**src/rtl/lld_pkg.sv**
```systemverilog
package lld_pkg;
  typedef enum logic [3:0] {
    ST_IDLE, ST_LOAD, ST_FETCH, ST_PREP, ST_NEXT,
    ST_MRD, ST_PUT, ST_GET, ST_MWR, ST_STAT, ST_FIN
  } lld_state_t;

  // Descriptor word positions (decoded by software, so fixed)
  localparam int unsigned W_NEXT   = 0;
  localparam int unsigned W_MEM    = 1;
  localparam int unsigned W_PERIPH = 2;
  localparam int unsigned W_LEN    = 3;
  localparam int unsigned W_GAP    = 4;
  localparam int unsigned W_BLOCKS = 5;
  localparam int unsigned W_CMD    = 6;
  localparam int unsigned W_STAT   = 7;
  localparam int unsigned FETCH_WORDS = W_CMD + 1;

  localparam int unsigned CMD_IRQ_BIT = 1;
  localparam int unsigned CMD_DIR_BIT = 12;
  localparam int unsigned CTL_START_BIT = 3;
  localparam int unsigned CTL_STOP_BIT  = 4;
  localparam int unsigned CTL_FIELD_W   = 5;
  localparam int unsigned NEXT_VALID_BIT = 0;
endpackage

```
**src/rtl/lld_ctrl.sv**
```systemverilog
module lld_ctrl
  import lld_pkg::*;
(
  input  logic        clk,
  input  logic        rst_n,
  input  logic        ctl_we,
  input  logic [31:0] ctl_wdata,
  input  logic        idle,
  output logic        go,
  output logic [31:0] go_addr,
  output logic        halted
);
  logic start_cmd, stop_cmd;
  logic halted_d;

  assign stop_cmd  = ctl_we && ctl_wdata[CTL_STOP_BIT];
  assign start_cmd = ctl_we && ctl_wdata[CTL_START_BIT] && !ctl_wdata[CTL_STOP_BIT];
  assign go        = start_cmd && idle;
  assign go_addr   = {ctl_wdata[31:CTL_FIELD_W], {CTL_FIELD_W{1'b0}}};

  always_comb begin
    halted_d = halted;
    if (stop_cmd)       halted_d = 1'b1;
    else if (start_cmd) halted_d = 1'b0;
  end

  always_ff @(posedge clk or negedge rst_n) begin
    if (!rst_n) halted <= 1'b0;
    else        halted <= halted_d;
  end
endmodule

```
**src/rtl/lld_walker.sv**
```systemverilog
module lld_walker #(
  parameter int unsigned CNT_W = 32
) (
  input  logic             clk,
  input  logic             rst_n,
  input  logic             init,
  input  logic             step,
  input  logic [31:0]      base,
  input  logic [CNT_W-1:0] len,
  input  logic [CNT_W-1:0] gap,
  input  logic [CNT_W-1:0] blocks,
  output logic [31:0]      addr,
  output logic             done
);
  logic [31:0]      blk_q, blk_d, cur_d, stride;
  logic [CNT_W-1:0] wcnt_q, wcnt_d, bcnt_q, bcnt_d;
  logic             last_word;

  assign stride    = (32'(len) + 32'(gap)) << 2;
  assign last_word = (wcnt_q == len - CNT_W'(1));
  assign done      = (len == '0) || (bcnt_q == blocks);

  always_comb begin
    blk_d  = blk_q;
    cur_d  = addr;
    wcnt_d = wcnt_q;
    bcnt_d = bcnt_q;
    if (init) begin
      blk_d  = base;
      cur_d  = base;
      wcnt_d = '0;
      bcnt_d = '0;
    end else if (step) begin
      if (last_word) begin
        wcnt_d = '0;
        bcnt_d = bcnt_q + CNT_W'(1);
        blk_d  = blk_q + stride;
        cur_d  = blk_q + stride;
      end else begin
        wcnt_d = wcnt_q + CNT_W'(1);
        cur_d  = addr + 32'd4;
      end
    end
  end

  always_ff @(posedge clk or negedge rst_n) begin
    if (!rst_n) begin
      blk_q  <= '0;
      addr   <= '0;
      wcnt_q <= '0;
      bcnt_q <= '0;
    end else if (init || step) begin
      blk_q  <= blk_d;
      addr   <= cur_d;
      wcnt_q <= wcnt_d;
      bcnt_q <= bcnt_d;
    end
  end
endmodule

```
**src/rtl/lld_seq.sv**
```systemverilog
module lld_seq
  import lld_pkg::*;
#(
  parameter logic [31:0] STATUS_CODE = 32'h1
) (
  input  logic        clk,
  input  logic        rst_n,
  input  logic        go,
  input  logic [31:0] go_addr,
  input  logic        halted,
  input  logic        mem_ack,
  input  logic [31:0] mem_rdata,
  input  logic        pout_ready,
  input  logic        pin_valid,
  input  logic [31:0] pin_data,
  input  logic [31:0] walk_addr,
  input  logic        walk_done,
  output logic        walk_init,
  output logic        walk_step,
  output logic [31:0] f_mem,
  output logic [31:0] f_len,
  output logic [31:0] f_gap,
  output logic [31:0] f_blocks,
  output logic [31:0] periph_addr,
  output logic        busy,
  output logic [31:0] cur_desc,
  output logic        mem_req,
  output logic        mem_we,
  output logic [31:0] mem_addr,
  output logic [31:0] mem_wdata,
  output logic        pout_valid,
  output logic [31:0] pout_data,
  output logic        pin_ready,
  output logic        irq
);
  localparam int unsigned FIDX_W = $clog2(FETCH_WORDS);
  localparam logic [FIDX_W-1:0] LAST_FIELD = FIDX_W'(FETCH_WORDS - 1);
  localparam logic [31:0] STAT_OFS = 32'(W_STAT * 4);

  lld_state_t        state_q, state_d;
  logic [31:0]       desc_q, desc_d, hold_q, hold_d;
  logic [FIDX_W-1:0] fidx_q, fidx_d;
  logic              irq_q, irq_d, fld_we;
  logic [31:0]       fld_q [FETCH_WORDS];
  logic [31:0]       nxt, cmd;

  assign nxt         = fld_q[W_NEXT];
  assign cmd         = fld_q[W_CMD];
  assign f_mem       = fld_q[W_MEM];
  assign f_len       = fld_q[W_LEN];
  assign f_gap       = fld_q[W_GAP];
  assign f_blocks    = fld_q[W_BLOCKS];
  assign periph_addr = fld_q[W_PERIPH];
  assign busy        = (state_q != ST_IDLE);
  assign cur_desc    = desc_q;
  assign pout_data   = hold_q;
  assign irq         = irq_q;

  always_comb begin
    state_d    = state_q;
    desc_d     = desc_q;
    fidx_d     = fidx_q;
    hold_d     = hold_q;
    irq_d      = 1'b0;
    fld_we     = 1'b0;
    mem_req    = 1'b0;
    mem_we     = 1'b0;
    mem_addr   = walk_addr;
    mem_wdata  = hold_q;
    pout_valid = 1'b0;
    pin_ready  = 1'b0;
    walk_init  = 1'b0;
    walk_step  = 1'b0;
    case (state_q)
      ST_IDLE: if (go) begin
        desc_d  = go_addr;
        state_d = ST_LOAD;
      end
      ST_LOAD: if (!halted) begin
        fidx_d  = '0;
        state_d = ST_FETCH;
      end
      ST_FETCH: begin
        mem_req  = 1'b1;
        mem_addr = desc_q + {{(30-FIDX_W){1'b0}}, fidx_q, 2'b00};
        if (mem_ack) begin
          fld_we = 1'b1;
          if (fidx_q == LAST_FIELD) state_d = ST_PREP;
          else                      fidx_d  = fidx_q + 1'b1;
        end
      end
      ST_PREP: begin
        walk_init = 1'b1;
        state_d   = ST_NEXT;
      end
      ST_NEXT: if (!halted) begin
        if (walk_done)            state_d = ST_STAT;
        else if (cmd[CMD_DIR_BIT]) state_d = ST_MRD;
        else                      state_d = ST_GET;
      end
      ST_MRD: begin
        mem_req = 1'b1;
        if (mem_ack) begin
          hold_d  = mem_rdata;
          state_d = ST_PUT;
        end
      end
      ST_PUT: begin
        pout_valid = 1'b1;
        if (pout_ready) begin
          walk_step = 1'b1;
          state_d   = ST_NEXT;
        end
      end
      ST_GET: begin
        pin_ready = 1'b1;
        if (pin_valid) begin
          hold_d  = pin_data;
          state_d = ST_MWR;
        end
      end
      ST_MWR: begin
        mem_req = 1'b1;
        mem_we  = 1'b1;
        if (mem_ack) begin
          walk_step = 1'b1;
          state_d   = ST_NEXT;
        end
      end
      ST_STAT: begin
        mem_req   = 1'b1;
        mem_we    = 1'b1;
        mem_addr  = desc_q + STAT_OFS;
        mem_wdata = STATUS_CODE;
        if (mem_ack) state_d = ST_FIN;
      end
      ST_FIN: begin
        irq_d = cmd[CMD_IRQ_BIT];
        if (nxt[NEXT_VALID_BIT]) begin
          desc_d  = {nxt[31:1], 1'b0};
          state_d = ST_LOAD;
        end else begin
          state_d = ST_IDLE;
        end
      end
      default: state_d = ST_IDLE;
    endcase
  end

  always_ff @(posedge clk or negedge rst_n) begin
    if (!rst_n) begin
      state_q <= ST_IDLE;
      desc_q  <= '0;
      fidx_q  <= '0;
      hold_q  <= '0;
      irq_q   <= 1'b0;
    end else begin
      state_q <= state_d;
      desc_q  <= desc_d;
      fidx_q  <= fidx_d;
      hold_q  <= hold_d;
      irq_q   <= irq_d;
    end
  end

  always_ff @(posedge clk or negedge rst_n) begin
    if (!rst_n) begin
      for (int i = 0; i < FETCH_WORDS; i++) fld_q[i] <= '0;
    end else if (fld_we) begin
      fld_q[fidx_q] <= mem_rdata;
    end
  end
endmodule

```
**src/rtl/lld_dma.sv**
```systemverilog
module lld_dma #(
  parameter logic [31:0] STATUS_CODE = 32'h1,
  parameter int unsigned CNT_W       = 32
) (
  input  logic        clk,
  input  logic        rst_n,
  input  logic        ctl_we,
  input  logic [31:0] ctl_wdata,
  output logic        busy,
  output logic [31:0] cur_desc,
  output logic        mem_req,
  output logic        mem_we,
  output logic [31:0] mem_addr,
  output logic [31:0] mem_wdata,
  input  logic        mem_ack,
  input  logic [31:0] mem_rdata,
  output logic [31:0] periph_addr,
  output logic        pout_valid,
  output logic [31:0] pout_data,
  input  logic        pout_ready,
  input  logic        pin_valid,
  input  logic [31:0] pin_data,
  output logic        pin_ready,
  output logic        irq
);
  logic [1:0]  rst_pipe;
  logic        rst_sn;
  logic        go, halted, walk_init, walk_step, walk_done;
  logic [31:0] go_addr, walk_addr, f_mem, f_len, f_gap, f_blocks;

  // asynchronous assertion, synchronous release
  always_ff @(posedge clk or negedge rst_n) begin
    if (!rst_n) rst_pipe <= 2'b00;
    else        rst_pipe <= {rst_pipe[0], 1'b1};
  end
  assign rst_sn = rst_pipe[1];

  lld_ctrl u_ctrl (
    .clk(clk), .rst_n(rst_sn), .ctl_we(ctl_we), .ctl_wdata(ctl_wdata),
    .idle(!busy), .go(go), .go_addr(go_addr), .halted(halted)
  );

  lld_walker #(.CNT_W(CNT_W)) u_walk (
    .clk(clk), .rst_n(rst_sn), .init(walk_init), .step(walk_step),
    .base(f_mem), .len(f_len[CNT_W-1:0]), .gap(f_gap[CNT_W-1:0]),
    .blocks(f_blocks[CNT_W-1:0]), .addr(walk_addr), .done(walk_done)
  );

  lld_seq #(.STATUS_CODE(STATUS_CODE)) u_seq (
    .clk(clk), .rst_n(rst_sn), .go(go), .go_addr(go_addr), .halted(halted),
    .mem_ack(mem_ack), .mem_rdata(mem_rdata), .pout_ready(pout_ready),
    .pin_valid(pin_valid), .pin_data(pin_data), .walk_addr(walk_addr),
    .walk_done(walk_done), .walk_init(walk_init), .walk_step(walk_step),
    .f_mem(f_mem), .f_len(f_len), .f_gap(f_gap), .f_blocks(f_blocks),
    .periph_addr(periph_addr), .busy(busy), .cur_desc(cur_desc),
    .mem_req(mem_req), .mem_we(mem_we), .mem_addr(mem_addr),
    .mem_wdata(mem_wdata), .pout_valid(pout_valid), .pout_data(pout_data),
    .pin_ready(pin_ready), .irq(irq)
  );
endmodule

```
**config.mk**
```make
export PLATFORM = sky130hd
export DESIGN_NAME = lld_dma
export DESIGN_NICKNAME = d
export VERILOG_FILES = /design/src/rtl/lld_pkg.sv /design/src/rtl/lld_ctrl.sv /design/src/rtl/lld_walker.sv /design/src/rtl/lld_seq.sv /design/src/rtl/lld_dma.sv
export SDC_FILE = /design/constraint.sdc
export NUM_CORES = 1
export LEC_CHECK = 0
export BUFFER_PORTS_ARGS = -buffer_cell sky130_fd_sc_hd__buf_2
export CORE_ASPECT_RATIO = 1.2
export CORE_MARGIN = 2
export CORE_UTILIZATION = 60
export CTS_BUF_LIST = sky130_fd_sc_hd__clkbuf_4 sky130_fd_sc_hd__clkbuf_8
export DETAILED_ROUTE_END_ITERATION = 7
export PLACE_DENSITY = 0.82
export RECOVER_POWER = 100
export REMOVE_ABC_BUFFERS = 1
export SLEW_MARGIN = 10
export SYNTH_ARGS = -nofsm -noshare
export SYNTH_HDL_FRONTEND = slang
export SYNTH_SLANG_ARGS = --single-unit
```
**constraint.sdc**
```tcl
create_clock -name clk -period 20.8 [get_ports clk]
set_clock_uncertainty 0.2 [all_clocks]
set_input_delay 6.24 -clock clk [delete_from_list [all_inputs] [get_ports clk]]
set_output_delay 6.24 -clock clk [all_outputs]
set_load 0.03 [all_outputs]
```
==> results of run 1 <==
==> flip-flops by register name (all words and copies together) (netlist names), 2 cells and up <==
signal             cells
u_seq.cur_desc        31
u_seq.nxt             32
u_seq.pout_data       32
u_seq.f_mem           32
u_seq.state_q          4
u_seq.f_blocks        32
u_seq.f_len           32
u_walk.addr           32
u_walk.blk_q          32
u_walk.wcnt_q         32
u_seq.fidx_q           3
u_seq.periph_addr     32
u_walk.bcnt_q         32
rst_pipe               2
u_seq.f_gap           30
u_seq.cmd              2
==> per-layer routing <==
metal	wire length, um	part of all wire [%]	GRT usage (%)
met1	26470	37	42.45
met2	33930	48	59.89
met3	5683	8.0	6.814
met4	4650	6.6	21.34
met5	11	0.016	0
==> kinds of logic (layout without fill, tap and decap cells) <==
logic type	Yosys count	in the layout	synth area share, %
compound gates	496	496	13.74
xor+xnor	191	191	7.300
fa+ha+maj	75	75	4.193
buf+inv	147	431	2.670
flops	394	394	43.02
mux	261	261	12.47
other cells	2	4	0.03277
simple gates	779	779	16.58
==> cell type report <==
| cell class | count | area (um2) | share of cell area (%) |
|---|---|---|---|
| tap | 480 | 600.6 | 2.339 |
| timing repair buffer | 289 | 1226 | 4.775 |
| clock inverter | 15 | 210.2 | 0.8186 |
| inverter | 35 | 131.4 | 0.5116 |
| multi-input combinational | 1804 | 12470 | 48.55 |
| sequential | 394 | 9859 | 38.39 |
| clock buffer | 92 | 1179 | 4.590 |
| antenna | 2 | 5.005 | 0.01949 |
==> worst paths after layout <==
kind                                        end             start
min                                 rst_pipe[1]       rst_pipe[0]
max reg2reg                       u_seq.nxt[18]       rst_pipe[1]
min reg2reg                         rst_pipe[1]       rst_pipe[0]
max                                 mem_addr[5]  u_seq.state_q[0]
max in group asynchronous         u_seq.nxt[18]       rst_pipe[1]
min in group asynchronous  u_seq.periph_addr[7]       rst_pipe[1]
==> synthesized netlist by cell type (6+ instances only) <==
library cell and count:
dfrtp_1 394, nor2_1 249, mux2_2 195, a21oi_1 172, nand2_1 172, xor2_1 120
o21ai_0 105, clkbuf_1 79, nand3_1 73, ha_1 72, xnor2_1 71, mux2i_1 66
nor2b_1 45, and3_1 40, nor3_1 38, inv_1 35, nand4_1 34, nor4_1 27
a21o_1 26, or3_1 22, a31oi_1 19, o22ai_1 18, a211oi_1 17, o21a_1 17
o31ai_1 17, buf_1 15, nand2b_1 15, and2_1 13, and4_1 11, buf_2 9
or4_1 9, o21bai_1 8, o211ai_1 7, o41ai_1 7, or2_2 7, a2111oi_0 6
a211o_1 6, o211a_1 6
==> power by group <==
part	switching (uW)	total [uW]	leakage, uW	internal (uW)
logic	1220	1860	0.00629	636
registers	239	1220	0.00518	984
clock network	317	740	0.000720	422
total	1780	3820	0.0122	2040
==> per-stage QoR <==
step           util (%)  hold slack [ns]  cells  area, um2
3_3_place_gp      65.18           0.1382   3001      24620
3_5_place_dp      65.18           0.1735   3001      24620
6_report          67.99           0.1851   3111      25680
2_1_floorplan         -           0.1312   2233      22440
4_1_cts           68.86           0.1892   3108      26010
5_1_grt           67.99           0.2029   3110      25680
==> metrics.txt, run 1 <==
vias in the first global route 19980; Synth Register Bits 394; final setup fails 0; Post-synth EDFFs 0; count of different cell masters after synthesis 85; PwrDens 148.8 nW/um2; top cells by area, synth dfrtp_1, mux2_2, xor2_1, nor2_1, ha_1; via-per-instance ratio 6.425; Main synth FF type dfrtp_1; DR DRC count 0; Filler cells 2950; Sink Count 394; Die W 182.4 um; maximum VDD drop 0.1032 mV; Post-CTS Setup Bufs 0; Crit. End Element output pin; CTS tree built; wire length per cell 22.74 um; cell family with most CP delay buffers and inverters; worst-skew pair later-pin latency 0.65 ns; largest net degree at the start of global routing 79; RSZ-0062 raised after global routing false; YS warnings 0; via count 19990; slowest stage cell on the critical path clkbuf_1; clk buf depth 3; HP Class flip-flop to flip-flop; layout cells sized above 1 16.39%; PnR worst setup slack 8.044 ns; GP Congestion 0.9594; ANT nets after route 0; final WL 70.75 mm; outcome complete, but fails checks; GR Util All Layers 35.55%; die area 39780 um2; Final Hold Vio Count 0; asr flop ratio synth 100.0%; overall power 3822 uW; failing checks max-capacitance violations, max-slew violations; MaxCap Viol Count 20; port bufs 263; drt first pass iters 6; chip height 218.1 um; row count 78; most used cell, CP clkbuf_1; Leak Pwr 0.01219 uW; crit-path max FO 59; Setup CP Type flip-flop to output pin; Area Growth Syn to Fin 12.06%; CTS resizes 0; Worst R2R Path Depth 2; dominant cell type by area after synthesis dfrtp_1; max_slew headroom -166.6%; CP startpoint kind flip-flop; initial antenna violation count 8; sequential share of the synthesized area 43.02%; stages on the worst setup path 7; core footprint 37770 um2; Crit path arrival time 6.32 ns; Worst Path Buf+Inv 3; first-pass GRT wire length 109.1 mm; Clock transition at path regs 0.07 ns; final net count 2762; Worst Hold Depth 0; grt total ovfl 0; H-tree depth 2; Setup TNS 0 ns; CP cell instances nor2b_1, nor2b_1, clkbuf_1, nand2b_2, clkbuf_1, o21ai_0, clkbuf_1; worst slew pin tran 3.999 ns; max incr delay on CP 2.04 ns; dpl hpwl 49.09 mm; Post-Syn Instances 2345; worst reg2reg setup slack 12.07 ns; Netlist Area Pre-Place 22920 um2; hold_buf cts 0; dpl ws 10.19 ns; num ports 268; Synth top area share 43.02%; CTS root buffer clkbuf_8; initial cell density of the core 60.67%; Final Cycle Share 61.33%; maximum clock rate 0.07839 GHz; commonest non-fill, non-tap cell in the layout dfrtp_1; initial drt markers 1669; minimum clock period 12.76 ns; syn_area_per_cell 9.772 um2; final slew viol count 975; most frequent cells in the layout dfrtp_1, nor2_1, mux2_2; Num CTS Buffers 61; CP Data Required Time 14.36 ns
No activity file was read; power rests on OpenSTA's default activity.
==> run 2, diff against run 1 <==
clock period = 12.75 ns   (was 20.8 ns; I/O delays follow)
==> metrics.txt, run 2 (synthesized netlist as in run 1, its figures left out) <==
worst slew pin tran 4.503 ns (+0.5038 ns); via count 19930 (-0.31%); via-per-instance ratio 6.401 (-0.37%); max incr delay on CP 1.94 ns (-0.10 ns); failing checks max-capacitance violations, max-slew violations; most used cell, CP clkbuf_1; vias in the first global route 19770 (-1.1%); final net count 2765 (+0.11%); most frequent cells in the layout dfrtp_1, nor2_1, mux2_2; Area Growth Syn to Fin 12.03% (about the same); Leak Pwr 0.01221 uW (+0.20%); core footprint 37770 um2 (unchanged); crit-path max FO 59 (unchanged); crit path from u_seq.state_q[0]; num ports 268 (unchanged); chip height 218.1 um (unchanged); layout cells sized above 1 16.54% (+0.15 points); ANT nets after route 0 (unchanged); CP Data Required Time 8.72 ns (-5.64 ns); worst hold path startpoint rst_pipe[0]; Die W 182.4 um (unchanged); GP Congestion 0.9562 (-0.33%); GR peak layer met2; Crit path arrival time 6.06 ns (-0.26 ns); worst-skew pair later-pin latency 0.63 ns (-0.02 ns); GR Util All Layers 35.46% (-0.092 points); MaxCap Viol Count 17 (-15%); row count 78 (unchanged); placed cell area 24620 um2 (about the same); PnR worst setup slack 2.667 ns (-5.377 ns); Sink Count 394 (unchanged); Filler cells 2936 (-0.47%); Num CTS Buffers 66 (+8.2%); hold_ws 0.1549 ns (-0.03022 ns); worst reg2reg path startpoint u_seq.f_len[1]; CTS tree built; initial antenna violation count 5 (-3); Setup TNS 0 ns (unchanged); DR DRC count 0 (unchanged); drt first pass iters 5 (-1); CP startpoint kind flip-flop; dpl hpwl 48.95 mm (-0.28%); final WL 70.58 mm (-0.24%); outcome complete, but fails checks; dpl cells 2999 (-0.067%); Setup CP Type flip-flop to output pin; Post-CTS Setup Bufs 0 (unchanged); final slew viol count 844 (-13%); met3 Use GR 7.181% (+0.37 points); Final Hold Vio Count 0 (unchanged); PwrDens 241.8 nW/um2 (+62%); grt total ovfl 0 (unchanged); HP Class flip-flop to flip-flop; first-pass GRT wire length 108.4 mm (-0.63%); hold_buf cts 0 (unchanged); Final Instance Count excl. Fillers 3113 (+0.064%); wire length per cell 22.67 um (-0.30%); largest net degree at the start of global routing 175 (+120%); H-tree depth 3 (+1); maximum clock rate 0.09917 GHz; port bufs 263 (unchanged); maximum VDD drop 0.1667 mV (+61%); met2 global-route usage 60.06% (+0.18 points); max_slew headroom -200.2% (-34 points); final setup fails 0 (unchanged); initial drt markers 1662 (-0.42%); grt met1 use 41.54% (-0.91 points); commonest non-fill, non-tap cell in the layout dfrtp_1; slowest stage cell on the critical path clkbuf_1; clk buf depth 3 (unchanged); minimum clock period 10.08 ns; CTS resizes 0 (unchanged); initial cell density of the core 60.67% (unchanged); dpl ws 4.523 ns (-5.670 ns); RSZ-0062 raised after global routing false; CP cell instances nor2b_1, nor2b_2, clkbuf_1, nand2b_1, clkbuf_1, o21ai_0, clkbuf_1; CTS root buffer clkbuf_8; post-route cell area 25670 um2 (about the same); Clock transition at path regs 0.07 ns (about the same); die area 39780 um2 (unchanged); Crit. End Element output pin; Final Cycle Share 79.08%
-- run 2: cell types whose count changed in the layout (fill, tap and decap cells not counted), sizes merged, moves of 2 or more --
cell	previous run	this run
clkbuf	278	283
bufinv	5	1
clkinv	6	4
buf	103	107
clkinvlp	4	1
-- run 2: critical path, delay by kind of cell (launching register included) --
kind | cells | cell delay [ns]
compound gates | 1 | 0.54
buf+inv | 3 | 3.45
flops | 1 | 0.66
simple gates | 3 | 0.78
-- run 2: worst paths after layout --
path / endpoint / slack, ns / cells past startpoint
min reg2reg: rst_pipe[1] / 0.15 / 0
max: mem_addr[5] / 2.67 / 7
min: rst_pipe[1] / 0.15 / 0
max in group asynchronous: u_seq.nxt[17] / 5.45 / 2
max reg2reg: u_walk.addr[25] / 4.95 / 13
min in group asynchronous: u_seq.pout_data[9] / 0.83 / 0
-- run 2: cell type report --
type	count	area, um2	area share (%)
Multi-Input combinational cell	1804	12450	48.48
Timing Repair Buffer	287	1244	4.844
Antenna cell	3	7.507	0.02924
Sequential cell	394	9859	38.40
Clock buffer	103	1318	5.132
Tap cell	480	600.6	2.339
Inverter	35	131.4	0.5117
Clock inverter	7	66.31	0.2583
-- run 2: power breakdown --
part,internal (uW),switching [uW]
registers,1610,388
clock network,673,521
logic,1030,1990
total,3310,2900
-- run 2: metal layers --
metal	vias up	share of wire, %
li1	8943	-
met1	9789	37
met2	957	49
met3	238	8.0
met4	0	6.1
met5	-	0
-- run 2: through the flow --
| stage | power, uW | utilization (%) |
|---|---|---|
| floorplan | 4116 | - |
| global placement | 4962 | 65.18 |
| detailed placement | 5052 | 65.18 |
| CTS | 6256 | 68.84 |
| global route | 6559 | 67.96 |
| finish | 6209 | 67.98 |
==> run 3, diff against run 2 <==
clock period = 9.3 ns   (was 12.75 ns; I/O delays follow)
==> metrics.txt, run 3 (synthesized netlist as in run 1, its figures left out) <==
outcome complete, but fails checks; failing checks max-capacitance violations, max-slew violations; chip height 218.1 um (unchanged); maximum clock rate 0.1244 GHz; die area 39780 um2 (unchanged); maximum VDD drop 0.2321 mV (+39%); RSZ-0062 raised after global routing false; ANT nets after route 0 (unchanged); initial cell density of the core 60.67% (unchanged); most frequent cells in the layout dfrtp_1, nor2_1, mux2_2; Clock transition at path regs 0.07 ns (about the same); dpl hpwl 49.74 mm (+1.6%); worst hold path startpoint rst_pipe[0]; Crit. End Element output pin; worst reg2reg setup slack 1.58 ns (-3.37 ns); GP Congestion 0.9555 (about the same); worst slew pin tran 3.778 ns (-0.7249 ns); via count 19970 (+0.21%); Leak Pwr 0.01223 uW (+0.12%); row count 78 (unchanged); overall power 8469 uW (+36%); slowest stage cell on the critical path clkbuf_1; GR Util All Layers 36.01% (+0.55 points); hold_buf cts 0 (unchanged); final net count 2762 (-0.11%); crit-path max FO 59 (unchanged); initial antenna violation count 6 (+1); MaxCap Viol Count 16 (-1); minimum clock period 8.041 ns; CP cell instances nor2b_1, nor2b_1, clkbuf_1, nand2b_2, clkbuf_2, nor2_1, a21oi_1, clkbuf_1; Area Growth Syn to Fin 11.95% (about the same); initial drt markers 1723 (+3.7%); layout cells sized above 1 16.86% (+0.32 points); largest net degree at the start of global routing 83 (-53%); worst-skew pair later-pin latency 0.65 ns (+0.02 ns); Crit path arrival time 5.05 ns (-1.01 ns); wire length per cell 22.83 um (+0.71%); final setup fails 0 (unchanged); Num CTS Buffers 61 (-7.6%); CP startpoint kind flip-flop; Setup CP Type flip-flop to output pin; max_slew headroom -151.9% (+48 points); CTS tree built; r2r endpoint u_walk.addr[25]; grt total ovfl 0 (unchanged); Post-CTS Setup Bufs 0 (unchanged); Sink Count 394 (unchanged); post-route cell area 25650 um2 (about the same); Worst Hold Depth 0 (unchanged); max incr delay on CP 1.13 ns (-0.81 ns); Final Instance Count excl. Fillers 3117 (+0.13%); CTS root buffer clkbuf_8; HP Class flip-flop to flip-flop; DR DRC count 0 (unchanged); first-pass GRT wire length 110.8 mm (+2.2%); H-tree depth 2 (-1); CTS resizes 0 (unchanged); Die W 182.4 um (unchanged); drt first pass iters 6 (+1); dpl cells 3001 (+0.067%); CP Data Required Time 6.31 ns (-2.41 ns); port bufs 263 (unchanged); commonest non-fill, non-tap cell in the layout dfrtp_1; Final Cycle Share 86.46%; PwrDens 330.1 nW/um2 (+37%); Final Hold Vio Count 0 (unchanged); worst reg2reg path startpoint u_seq.f_len[3]; num ports 268 (unchanged); Filler cells 3018 (+2.8%); via-per-instance ratio 6.406 (about the same); final WL 71.17 mm (+0.84%); final slew viol count 775 (-8.2%); Hold EP rst_pipe[1]; core footprint 37770 um2 (unchanged); Worst R2R Path Depth 11 (-2); clk buf depth 3 (unchanged); vias in the first global route 20510 (+3.7%); placed cell area 24620 um2 (about the same)
## run 3: layer usage
metal	part of all wire (%)	track usage, %	vias to the layer above
met2	48	60.04	922
met3	7.7	7.682	294
li1	-	-	8932
met5	0	0	-
met1	37	41.85	9820
met4	7.1	24.44	0
## run 3: area by class of cell
cell class | count | area, um2 | area share [%]
Tap cell | 480 | 600.6 | 2.341
Timing Repair Buffer | 289 | 1250 | 4.872
Clock buffer | 96 | 1209 | 4.712
Clock inverter | 16 | 136.4 | 0.5316
Inverter | 35 | 131.4 | 0.5121
Antenna cell | 3 | 7.507 | 0.02926
Multi-Input combinational cell | 1804 | 12460 | 48.57
Sequential cell | 394 | 9859 | 38.43
## run 3: report_power, final
| part | switching (uW) | internal [uW] |
|---|---|---|
| logic | 2730 | 1420 |
| registers | 540 | 2200 |
| clock network | 704 | 880 |
## run 3: worst max path at each step
stage,startpoint,end,slack [ns]
global route,u_seq.state_q[0],mem_addr[21],0.91
finish,u_seq.state_q[0],mem_addr[21],1.26
global placement,u_seq.state_q[1],mem_addr[29],2.45
floorplan,rst_pipe[1],u_ctrl.halted,-2.69
detailed placement,u_seq.state_q[2],mem_addr[29],2.33
CTS,u_seq.state_q[2],mem_addr[29],1.65
## run 3: through the flow
stage	setup slack, ns	TNS [ns]	hold WS (ns)	utilization [%]
6_report	1.259	0	0.1557	67.92
2_1_floorplan	-2.694	-1056.17	0.1312	-
4_1_cts	1.649	0	0.1624	68.74
3_3_place_gp	2.448	0	0.1381	65.18
5_1_grt	0.9063	0	0.1738	67.90
3_5_place_dp	2.335	0	0.1464	65.18
## run 3: critical path, delay by kind of cell, from the launching register on
kind / cells / cell delay (ns)
AOI/OAI and AO/OA: 1 / 0.19
DFF: 1 / 0.66
and+or+nand+nor: 4 / 1.08
buffers and inverters: 3 / 2.39
